<file path="src/rtl/boot_reset_seq.sv">
module boot_reset_seq #(
  parameter int unsigned STARTUP_CYC = 12_500_000,
  parameter int unsigned PULSE_CYC   = 125_000,
  parameter int unsigned HOLD_CYC    = 1_250_000_000
) (
  input  logic       clk,
  input  logic       rst_n,
  input  logic [2:0] sel_i,
  input  logic       recov_n_i,
  input  logic       btn_i,
  input  logic       cmd_vld_i,
  input  logic [7:0] cmd_byte_i,
  output logic [3:0] boot_mode_o,
  output logic       cpu_rst_n_o,
  output logic       pwr_en_o
);

  localparam int unsigned SEQ_MAX = (STARTUP_CYC > PULSE_CYC) ? STARTUP_CYC : PULSE_CYC;
  localparam int CW = $clog2(SEQ_MAX + 1);
  localparam int HW = $clog2(HOLD_CYC + 1);
  localparam logic [CW-1:0] PULSE_LAST = CW'(PULSE_CYC - 1);
  localparam logic [CW-1:0] START_LAST = CW'(STARTUP_CYC - 1);
  localparam logic [HW-1:0] HOLD_LIM   = HW'(HOLD_CYC);
  localparam logic [3:0]    MODE_SDP   = 4'b0001;

  typedef enum logic [1:0] {ST_PULSE, ST_WAIT, ST_RUN, ST_OFF} seq_t;

  seq_t          state;
  logic [CW-1:0] cnt;
  logic [HW-1:0] hold_cnt;
  logic [3:0]    mode_q;
  logic [3:0]    sel_mode;
  logic          follow_sel;
  logic          btn_q;

  always_comb begin
    case (sel_i)
      3'b001:  sel_mode = 4'b0011;
      3'b100:  sel_mode = 4'b0000;
      3'b101:  sel_mode = 4'b0001;
      3'b110:  sel_mode = 4'b0010;
      default: sel_mode = 4'b0000;
    endcase
  end

  wire powered     = (state != ST_OFF);
  wire cmd_off     = cmd_vld_i && powered && (cmd_byte_i == 8'h04);
  wire cmd_restart = cmd_vld_i && powered && (cmd_byte_i <= 8'h05) && (cmd_byte_i != 8'h04);
  wire btn_rel     = btn_q && !btn_i;
  wire long_hold   = (hold_cnt >= HOLD_LIM);

  always_ff @(posedge clk or negedge rst_n) begin
    if (!rst_n) begin
      state      <= ST_WAIT;
      cnt        <= '0;
      mode_q     <= 4'b0000;
      follow_sel <= 1'b1;
      btn_q      <= 1'b0;
      hold_cnt   <= '0;
    end else begin
      btn_q <= btn_i;
      if (btn_i) begin
        if (hold_cnt != HOLD_LIM) hold_cnt <= hold_cnt + 1'b1;
      end else begin
        hold_cnt <= '0;
      end

      if (cmd_off) begin
        state <= ST_OFF;
        cnt   <= '0;
      end else if (cmd_restart) begin
        state      <= ST_PULSE;
        cnt        <= '0;
        follow_sel <= (cmd_byte_i == 8'h05);
        if (cmd_byte_i != 8'h05) mode_q <= {2'b00, cmd_byte_i[1:0]};
      end else if (btn_rel) begin
        state      <= ST_PULSE;
        cnt        <= '0;
        follow_sel <= !long_hold;
        if (long_hold) mode_q <= MODE_SDP;
      end else begin
        case (state)
          ST_PULSE: begin
            if (follow_sel) mode_q <= sel_mode;
            if (cnt == PULSE_LAST) begin
              state <= ST_WAIT;
              cnt   <= '0;
            end else begin
              cnt <= cnt + 1'b1;
            end
          end
          ST_WAIT: begin
            if (follow_sel) mode_q <= sel_mode;
            if (cnt == START_LAST) begin
              state <= ST_RUN;
              cnt   <= '0;
            end else begin
              cnt <= cnt + 1'b1;
            end
          end
          default: ;
        endcase
      end
    end
  end

  assign cpu_rst_n_o = (state == ST_RUN);
  assign pwr_en_o    = powered;
  assign boot_mode_o = recov_n_i ? mode_q : MODE_SDP;

  AST_RUN_MODE_FROZEN: assert property (@(posedge clk) disable iff (!rst_n)
    (cpu_rst_n_o && $past(cpu_rst_n_o) && recov_n_i && $past(recov_n_i)) |-> $stable(boot_mode_o));

  AST_CMD_MODE: assert property (@(posedge clk) disable iff (!rst_n)
    (cmd_vld_i && cmd_byte_i < 8'h04 && pwr_en_o && recov_n_i) |=>
      (!cpu_rst_n_o && (!recov_n_i || boot_mode_o == {2'b00, $past(cmd_byte_i[1:0])})));

  AST_OFF_CMD: assert property (@(posedge clk) disable iff (!rst_n)
    (cmd_vld_i && cmd_byte_i == 8'h04 && pwr_en_o) |=> (!pwr_en_o && !cpu_rst_n_o));

  AST_OFF_HOLDS: assert property (@(posedge clk) disable iff (!rst_n)
    (!pwr_en_o && !(btn_q && !btn_i)) |=> !pwr_en_o);

  AST_BAD_CMD_IGNORED: assert property (@(posedge clk) disable iff (!rst_n)
    (cmd_vld_i && cmd_byte_i > 8'h05 && cpu_rst_n_o && !(btn_q && !btn_i)) |=> (cpu_rst_n_o && pwr_en_o));

  AST_LONG_PRESS: assert property (@(posedge clk) disable iff (!rst_n)
    (btn_q && !btn_i && hold_cnt >= HOLD_LIM && !cmd_vld_i) |=> (!cpu_rst_n_o && boot_mode_o == MODE_SDP));

  AST_RELEASE_POWERED: assert property (@(posedge clk) disable iff (!rst_n)
    $rose(cpu_rst_n_o) |-> pwr_en_o);

  AST_PULSE_RANGE: assert property (@(posedge clk) disable iff (!rst_n)
    (state == ST_PULSE) |-> (cnt <= PULSE_LAST));

endmodule

</file>
<file path="config.mk">
export PLATFORM = sky130hd
export DESIGN_NAME = boot_reset_seq
export DESIGN_NICKNAME = d
export VERILOG_FILES = /design/src/rtl/boot_reset_seq.sv
export SDC_FILE = /design/constraint.sdc
export NUM_CORES = 1
export LEC_CHECK = 0
export BUFFER_PORTS_ARGS = -buffer_cell sky130_fd_sc_hd__clkbuf_2
export CAP_MARGIN = 0
export CORE_MARGIN = 3
export CORE_UTILIZATION = 59
export DETAILED_ROUTE_END_ITERATION = 10
export HOLD_SLACK_MARGIN = 0.15
export MAX_ROUTING_LAYER = met4
export PLACE_DENSITY = 0.78
export RECOVER_POWER = 25
export SLEW_MARGIN = 5
export SYNTH_ARGS = -nofsm -noshare
export SYNTH_HDL_FRONTEND = slang
export SYNTH_SLANG_ARGS = --single-unit
</file>
<file path="constraint.sdc">
create_clock -name clk -period 2.6 [get_ports clk]
set_clock_uncertainty 0.1 [all_clocks]
set_input_delay 0.52 -clock clk [delete_from_list [all_inputs] [get_ports clk]]
set_output_delay 0.52 -clock clk [all_outputs]
set_load 0.05 [all_outputs]
</file>
==> impl_metrics.json <==
{
  "cellLeakagePower_nw": 1.823,
  "drive_gt1_share_pct": 14.94,
  "synth_edf_count": 0,
  "critPathBufInv": 1,
  "min_period_ns": 2.472,
  "die_w_um": 82.99,
  "rsz0062_at_grt": "false",
  "h-tree-depth": 3,
  "yosys-top-cells-area": "dfrtp_1 42%, and2_1 6.4%, xnor2_1 5.8%, xor2_1 4.3%, nand3_1 3.0%",
  "total_power_mw": 2.207,
  "grt_max_degree": 35,
  "n_antenna_cell": 0,
  "syn_area_per_cell_um2": 9.376,
  "maxSlewHeadroom_pct": 3.373,
  "rows": 27,
  "area_growth_pct": 13.52,
  "cts-root-buf": "clkbuf_8",
  "synth_ff_type": "dfrtp_1",
  "antenna_left": 0,
  "tritoncts": "done",
  "ys_seq_elements": 61,
  "slowest_stage": "or4_1",
  "cts_setup_buffers": 0,
  "fin_area_um2": 3970,
  "path_clk_slew_ns": 0.07,
  "gp_congestion": 0.8667,
  "status": "complete, no violations",
  "clock_path_buffers": 2,
  "ioPinCount": 22,
  "cp.required_ns": 2.73,
  "critPathTopFamily": "simple AND/OR/NAND/NOR gates",
  "worstPathArrival_ns": 2.60,
  "drc": 0,
  "final_nets": 430,
  "synth_cell_types": 51,
  "fin_setup_tns_ns": 0,
  "grt_usage_pct": 23.25,
  "viasPerCell": 5.741,
  "end_kind": "flip-flop",
  "start_util_pct": 62.36,
  "fmax_mhz": 404.6,
  "tightest_slew_ns": 1.449,
  "period_share_pct": 95.06,
  "cts.sinks": 61,
  "hold_path.class": "reg2reg",
  "finalSetupViolCount": 0,
  "antenna_found_initial": 0,
  "synth_area_um2": 3497,
  "ys_async_sr_fraction_pct": 100.0,
  "die-area_um2": 6887,
  "fin_util_pct": 70.79,
  "slew_violations": 0,
  "cts_inserted_buffers": 9,
  "setup.worst_path.class": "reg2reg",
  "ir_drop_uv": 339.0,
  "cp_cell_sequence": "or4_1 -> or3_1 -> buf_4 -> nor3_1 -> a211oi_2 -> a21o_1 -> a22o_1",
  "coreArea_um2": 5608,
  "die-height_um": 82.99,
  "grt_pass1_vias": 2795,
  "wl_um": 7217,
  "max_stage_delay_ns": 0.52,
  "overflow": 0,
  "first_pass_iters": 4,
  "p_per_area_nw_per_um2": 556.0,
  "whs_ns": 0.3818,
  "place_area_um2": 3784,
  "hold_viol": 0,
  "grt_pass1_wl_um": 12780,
  "drt-initial-drc-count": 163,
  "num_vias": 2796,
  "max-cap-violations": 0,
  "hpwl_um": 5179,
  "io_buffer_count": 19,
  "cp_max_fo": 9,
  "syn_inst": 373,
  "yosysTopAreaCellShare_pct": 42.22,
  "clk_latency_ns": 0.34,
  "critPathLaunchType": "flip-flop",
  "ys_warn_count": 0,
  "synth_top_area_cell": "dfrtp_1",
  "routedWlPerCell_um": 14.82,
  "yosysSeqAreaShare_pct": 43.72
}
-- power breakdown --
group	total (mW)	switching, mW	internal [mW]
combinational	0.356	0.220	0.137
clock	0.793	0.365	0.428
sequential	1.06	0.0527	1.00
total	2.21	0.638	1.57
-- repair_timing --
action | in CTS | in global routing
setup endpoints to repair | 3 | 0
hold endpoints to repair | 59 | 0
resized for setup | 1 | 0
hold buffers | 1 | 0
-- cell families (layout without fill, tap and decap cells) --
| logic type | Yosys count | count (layout) | share of synthesized area, % |
|---|---|---|---|
| AND/OR/NAND/NOR | 193 | 193 | 31.20 |
| flip-flops | 61 | 61 | 43.72 |
| AO/OA/AOI/OAI | 45 | 45 | 9.267 |
| XOR/XNOR | 40 | 40 | 10.02 |
| buffers and inverters | 25 | 66 | 3.041 |
| multiplexers | 5 | 5 | 1.574 |
| adder cells (fa/ha/maj) | 3 | 3 | 1.073 |
| other | 1 | 2 | 0.1072 |
-- layout make-up --
type | instances | area (µm²)
clock buffer | 9 | 123.9
clock inverter | 6 | 55.05
tap | 72 | 90.09
fill | 437 | 1638
sequential | 61 | 1529
timing repair buffer | 40 | 260.3
inverter | 11 | 41.29
multi-input combinational | 288 | 1871
-- registers in the layout, summed over array words and instances, names as in the netlist --
register,count
cnt,24
hold_cnt,31
btn_q,1
state,2
mode_q,2
follow_sel,1
-- stage by stage --
step | setup WS, ns | instances
after floorplan | 0.1543 | 374
after global placement | 0.03540 | 471
after detailed placement | -0.07815 | 471
after CTS | 0.1274 | 487
after global routing | 0.003435 | 487
final | 0.1283 | 487
-- Yosys cell counts (2+ instances only) --
| master | number |
|---|---|
| mux2_1 | 3 |
| nand2b_1 | 7 |
| dfrtp_1 | 59 |
| nand2_1 | 23 |
| ha_1 | 3 |
| and2_1 | 36 |
| a21boi_1 | 2 |
| xnor2_1 | 23 |
| a22o_1 | 3 |
| nand3_1 | 21 |
| a31oi_1 | 6 |
| and4_1 | 6 |
| or3_1 | 6 |
| clkbuf_1 | 10 |
| a21oi_1 | 10 |
| buf_4 | 3 |
| nor2b_1 | 3 |
| xor2_1 | 17 |
| a211oi_1 | 3 |
| o21ai_0 | 6 |
| a21o_1 | 3 |
| nor4b_1 | 2 |
| o21ai_1 | 4 |
| nor4_1 | 6 |
| dfstp_2 | 2 |
| nor4bb_1 | 2 |
| and3_1 | 15 |
| nor2_1 | 28 |
| and4b_1 | 3 |
| inv_1 | 11 |
| nor3_1 | 12 |
| nand4_1 | 16 |
-- final timing paths --
kind                                            start               endpoint  slack, ns  depth (start not counted)
worst max-delay path               cnt[8]$_DFFE_PN0P_    cnt[19]$_DFFE_PN0P_       0.13                          7
min in group asynchronous                       rst_n     cnt[1]$_DFFE_PN0P_       0.82                          3
worst min-delay path            mode_q[0]$_DFFE_PN0P_  mode_q[0]$_DFFE_PN0P_       0.38                          1
max in group asynchronous                       rst_n     cnt[5]$_DFFE_PN0P_       0.49                          3
worst min register to register  mode_q[0]$_DFFE_PN0P_  mode_q[0]$_DFFE_PN0P_       0.38                          1
worst max register to register     cnt[8]$_DFFE_PN0P_    cnt[19]$_DFFE_PN0P_       0.13                          7
-- worst register-to-register path, stage by stage (launching register included) --
cell      delay (ns)
dfrtp_1         0.41
or4_1           0.52
or3_1           0.34
buf_4           0.15
nor3_1          0.28
a211oi_2        0.17
a21o_1          0.20
a22o_1          0.18
-- placed cells by master, fill, tap and decap left out, drive strengths merged, types with 5 or more instances in the layout --
cell type	netlist	routed
nand4	16	16
and4	6	6
nor4	6	6
clkinv	0	5
xnor2	23	23
xor2	17	17
nor2	28	28
a21oi	10	10
clkbuf	10	30
nand2	23	23
and2	36	36
inv	11	11
nand3	22	22
o21ai	10	10
dfrtp	59	59
buf	4	18
a31oi	6	6
nor3	12	12
and3	15	15
nand2b	7	7
or3	6	6
-- layer usage --
metal	global-route usage [%]	vias to the layer above	share of wire, %
met3	5.258	12	5.0
met2	34.84	67	46
met4	8.618	0	1.5
met1	31.04	1329	47
li1	-	1388	-
met5	-	-	0
No activity file was read; power rests on OpenSTA's default activity.
